## src/rtl/pix_bus_packer.sv

```systemverilog
module pix_bus_packer #(
  parameter int CNT_W = 20
) (
  input  logic             clk,
  input  logic             rst_n,
  input  logic [1:0]       bus_code,
  input  logic [1:0]       pix_code,
  output logic [1:0]       fmt_code,
  output logic             cfg_err,
  input  logic             start,
  input  logic [CNT_W-1:0] pix_total,
  input  logic             pix_valid,
  input  logic [23:0]      pix_data,
  output logic             pix_ready,
  input  logic             cmd_valid,
  input  logic             cmd_is_param,
  input  logic [15:0]      cmd_word,
  output logic             cmd_ready,
  output logic             bus_valid,
  input  logic             bus_ready,
  output logic [15:0]      bus_data,
  output logic             bus_dc,
  output logic             frame_done
);
  localparam int PW = 24;
  localparam int DW = 16;
  localparam int BW = 2 * PW;
  localparam int FW = $clog2(BW + 1);

  logic             active;
  logic [CNT_W-1:0] rem;
  logic [FW-1:0]    fill;
  logic [BW-1:0]    acc;
  logic [4:0]       lanes, psz, live_lanes, live_bits;

  always_comb begin
    case (bus_code)
      2'd0:    live_lanes = 5'd8;
      2'd1:    live_lanes = 5'd9;
      2'd2:    live_lanes = 5'd12;
      default: live_lanes = 5'd16;
    endcase
    case (pix_code)
      2'd0:    live_bits = 5'd12;
      2'd1:    live_bits = 5'd16;
      2'd2:    live_bits = 5'd18;
      default: live_bits = 5'd24;
    endcase
  end

  always_comb begin
    fmt_code = 2'd0;
    cfg_err  = 1'b0;
    case ({bus_code, pix_code})
      4'b00_00: fmt_code = 2'd3;
      4'b00_01: fmt_code = 2'd1;
      4'b00_11: fmt_code = 2'd2;
      4'b01_10: fmt_code = 2'd1;
      4'b10_00: fmt_code = 2'd0;
      4'b10_10: fmt_code = 2'd3;
      4'b10_11: fmt_code = 2'd1;
      4'b11_01: fmt_code = 2'd0;
      4'b11_11: fmt_code = 2'd3;
      default:  cfg_err  = 1'b1;
    endcase
  end

  logic [PW-1:0] pmask;
  logic [BW-1:0] ext;
  logic [FW-1:0] sh, fill_nxt;
  logic [DW-1:0] data_word, cmd_masked, lmask;
  logic          dat_valid, full_word;

  assign pmask      = PW'((25'd1 << psz) - 25'd1);
  assign ext        = {{(BW-PW){1'b0}}, pix_data & pmask};
  assign sh         = FW'(BW) - {1'b0, psz} - fill;
  assign full_word  = fill >= {1'b0, lanes};
  assign fill_nxt   = full_word ? fill - {1'b0, lanes} : '0;
  assign data_word  = acc[BW-1 -: DW] >> (5'(DW) - lanes);
  assign lmask      = DW'((17'd1 << live_lanes) - 17'd1);
  assign cmd_masked = cmd_word & lmask;

  assign pix_ready = active && (rem != '0) && !full_word;
  assign dat_valid = active && (full_word || ((fill != '0) && (rem == '0)));
  assign bus_valid = active ? dat_valid : cmd_valid;
  assign bus_data  = active ? data_word : cmd_masked;
  assign bus_dc    = active ? 1'b1 : cmd_is_param;
  assign cmd_ready = !active && bus_ready;

  always_ff @(posedge clk or negedge rst_n) begin
    if (!rst_n) begin
      active     <= 1'b0;
      rem        <= '0;
      fill       <= '0;
      acc        <= '0;
      lanes      <= 5'd8;
      psz        <= 5'd12;
      frame_done <= 1'b0;
    end else begin
      frame_done <= 1'b0;
      if (!active) begin
        if (start && !cfg_err) begin
          if (pix_total == '0) begin
            frame_done <= 1'b1;
          end else begin
            active <= 1'b1;
            rem    <= pix_total;
            lanes  <= live_lanes;
            psz    <= live_bits;
            fill   <= '0;
            acc    <= '0;
          end
        end
      end else if (pix_ready && pix_valid) begin
        acc  <= acc | (ext << sh);
        fill <= fill + {1'b0, psz};
        rem  <= rem - CNT_W'(1);
      end else if (dat_valid && bus_ready) begin
        acc  <= acc << lanes;
        fill <= fill_nxt;
        if ((rem == '0) && (fill_nxt == '0)) begin
          active     <= 1'b0;
          frame_done <= 1'b1;
        end
      end
    end
  end

  p_done_idle_r7: assert property (@(posedge clk) disable iff (!rst_n)
    frame_done |-> !active);
  p_cmd_blocked_r9: assert property (@(posedge clk) disable iff (!rst_n)
    active |-> !cmd_ready);
  p_hold_r10: assert property (@(posedge clk) disable iff (!rst_n)
    (active && bus_valid && !bus_ready) |=> (bus_valid && $stable(bus_data) && $stable(bus_dc)));
  p_bad_start_r11: assert property (@(posedge clk) disable iff (!rst_n)
    (!active && start && cfg_err) |=> (!active && !frame_done));
  p_no_overlap_r5: assert property (@(posedge clk) disable iff (!rst_n)
    pix_ready |-> !bus_valid);
  p_upper_zero_r12: assert property (@(posedge clk) disable iff (!rst_n)
    (active && bus_valid) |-> ((bus_data >> lanes) == '0));
endmodule

```

## config.mk

```make
export PLATFORM = sky130hd
export DESIGN_NAME = pix_bus_packer
export DESIGN_NICKNAME = d
export VERILOG_FILES = /design/src/rtl/pix_bus_packer.sv
export SDC_FILE = /design/constraint.sdc
export NUM_CORES = 1
export LEC_CHECK = 0
export BUFFER_PORTS_ARGS = -buffer_cell sky130_fd_sc_hd__buf_2
export CAP_MARGIN = 20
export CORE_MARGIN = 2
export CORE_UTILIZATION = 30
export CTS_CLUSTER_DIAMETER = 120
export DETAILED_ROUTE_END_ITERATION = 6
export PLACE_DENSITY = 0.54
export SYNTH_ARGS = -nofsm -noshare
export SYNTH_HDL_FRONTEND = slang
export SYNTH_SLANG_ARGS = --single-unit
```

## constraint.sdc

```tcl
create_clock -name clk -period 4.6 [get_ports clk]
set_input_delay 0.46 -clock clk [delete_from_list [all_inputs] [get_ports clk]]
set_output_delay 0.46 -clock clk [all_outputs]
set_load 0.02 [all_outputs]
```

==> run_results.csv <==
group,metric,value,unit
outcome,status,"complete, no violations",
job,drv_cap,0,
sta,hold_viol,0,
synth,syn-instance-count,1310,
synth,synth_edf_count,0,
floorplan,row_count,67,
synth,synth_area_leader_cell,"dfrtp_1",
routing,via_per_inst,6.17,
floorplan,die_y,189,um
clocking,cts_setup_buffers,0,
grt,grt_pass1_wl,62.3,mm
grt,gr-total-overflow,0,
grt,grt_pass1_vias,10300,
clocking,cts_made_buffers,9,
worst_setup_path,critPathCaptureType,"register",
placed_design,dp_cells,1781,
grt,grt_max_degree,71,
clocking,clkLatencyLatePin,0.36,ns
layout,num_antenna_cells,0,
clocking,clkSinkCount,84,
sta,rsz0062_at_grt,"false",
routing,drtIter0Drc,1480,
placed_design,pre_cts_slack,0.703,ns
synth,synthArstFlopShare,100,%
min_path,hold_class,"input pin to async pin",
clocking,tritoncts,"done",
placed_design,port_buffers,94,
synth,synthTopCellsByArea,"dfrtp_1 (20%), mux2i_1 (6.0%), nand2_1 (5.3%), mux4_2 (5.3%), a21oi_1 (4.5%)",
synth,synth.top_cell.area_share,19.8,%
grt,antenna_found_initial,1,
sta,fmax,248,MHz
floorplan,die_area,0.0355,mm^2
worst_setup_path,crit_fanout,21,
clocking,cts_buffer_depth,2,
synth,synthDistinctLibCells,98,
routing,routed_wl,40.3,mm
floorplan,core-area,0.0335,mm^2
clocking,cts_resized,0,
routing,drtAntennaViolNets,0,
clocking,clkTransAtPathRegs,0.07,ns
routing,vias,11100,
floorplan,ioPinCount,95,
synth,ys_seq_elements,84,
sta,fin_crit_sh,87.6,%
synth,postSynthAreaPerCell,7.80,um^2
synth,syn-num-nets,1408,
sta,setup_slack,0.569,ns
sta,fin_tns_setup,0,ns
synth,synth_seq_area_share,20.6,%
grt,grt_use_total,22.2,%
worst_setup_path,path_class,"register to register",
synth,synth_warnings,0,
clocking,htree_levels,3,
clocking,cts-root-buf,"clkbuf_16",
routing,drtPass1Iterations,5,
floorplan,initial_utilization,30.5,%
placed_design,place.gp.congestion,0.937,
synth,ys.flop_type,"dfrtp_1",
layout,nets,1442,
placed_design,dp_hpwl,30.7,mm
worst_setup_path,cp-start-kind,"register",
sta,finalMaxSlewViolations,0,
sta,worst_pin_slew,1.00,ns
routing,drc,0,
synth,synthTopCellsByCount,"nand2_1 (144), nor2_1 (94), a21oi_1 (91), o21ai_0 (83), dfrtp_1 (81)",
sta,min_period,4.03,ns
layout,stdcell_count,1797,
routing,wl_per_cell,22.4,um
synth,syn_area,0.0102,mm^2
layout,drive_gt1_share,18.8,%
clocking,cts_hold_buf,0,
floorplan,die_x,189,um
sta,max_slew_margin,32.2,%
worst_setup_path,cp.required,4.83,ns
layout,area_delta_synth_final,11.1,%
synth,yosysMostFrequentCell,"nand2_1",
sta,setup_viol,0,
sta,clock_skew,0.0146,ns
worst_setup_path,worstPathArrival,4.26,ns
==> kinds of logic (layout without fill, tap and decap cells) <==
| kind of cell | after synthesis | after routing | share of synthesized area (%) |
|---|---|---|---|
| xor gates and xnor gates | 18 | 18 | 1.54 |
| AOI/OAI and AO/OA | 457 | 457 | 30.7 |
| adders and majority gates | 27 | 27 | 3.45 |
| muxes | 116 | 116 | 14.7 |
| buffers and inverters | 151 | 190 | 6.43 |
| and+or+nand+nor | 457 | 457 | 22.6 |
| DFF | 84 | 84 | 20.6 |
==> per-layer routing <==
metal	vias to the layer above	track usage, %	wire length (um)
met5	-	0	13
met4	2	6.49	1040
met3	70	3.39	3590
met2	542	32.4	16900
met1	5372	33.5	18700
li1	5097	-	-
==> registers in the layout, summed over array words and instances (netlist names) <==
name,flops
lanes,4
psz,4
frame_done,1
fill,6
rem,20
active,1
acc,48
==> worst max-delay path, stage by stage, from the launching register on <==
cell,delay [ns]
dfstp_2,0.84
inv_1,0.20
ha_1,0.37
fa_1,0.54
xnor2_2,0.53
nand2_1,0.10
nor3b_1,0.33
o21ai_0,0.17
a2bb2oi_1,0.36
nor2_1,0.09
o41a_1,0.38
==> worst paths after layout <==
kind	depth (start not counted)	slack, ns	endpoint	start
setup / recovery	10	0.57	acc[30]$_DFFE_PN0P_	psz[2]$_DFFE_PN1P_
hold / removal	1	0.11	frame_done$_DFF_PN0_	rst_n
setup reg to reg	10	0.57	acc[30]$_DFFE_PN0P_	psz[2]$_DFFE_PN1P_
hold reg to reg	2	0.54	psz[1]$_DFFE_PN0P_	psz[1]$_DFFE_PN0P_
max in group asynchronous	2	3.45	acc[31]$_DFFE_PN0P_	rst_n
min in group clk	3	0.38	rem[1]$_DFFE_PN0P_	pix_total[1]
==> layout by cell type, fill, tap and decap left out, drive strengths merged, types with 11 or more instances in the layout <==
cell      n
nand2   145
buf     136
nor2     98
a21oi    92
o21ai    89
dfrtp    81
mux2i    61
nand3    57
o22ai    51
inv      39
mux2     31
nor3     30
o211ai   27
ha       25
mux4     24
a211oi   24
a31oi    21
nor4     20
a221oi   16
nand4    15
xnor2    12
nor2b    11
o21a     11
or3      11
o221ai   11
or2      11
==> cell type report <==
| class | instances | area (um^2) |
|---|---|---|
| fill | 3651 | 22200 |
| multi-input combinational | 1075 | 7480 |
| sequential | 84 | 2110 |
| timing repair buffer | 136 | 788 |
| tap | 448 | 561 |
| clock buffer | 10 | 229 |
| inverter | 38 | 143 |
| clock inverter | 6 | 47.5 |
==> metrics by stage <==
| step | utilization, % | instance area, um^2 | hold WS [ns] |
|---|---|---|---|
| global route | 33.9 | 11400 | 0.149 |
| CTS | 33.9 | 11400 | 0.129 |
| floorplan | - | 10200 | 0.164 |
| detailed placement | 33.0 | 11100 | 0.515 |
| finish | 33.9 | 11400 | 0.108 |
| global placement | 33.0 | 11100 | 0.511 |
Power is left out: the tool's default activity adds up to more than one toggle a clock period on the data nets, which glitch-free logic cannot reach.
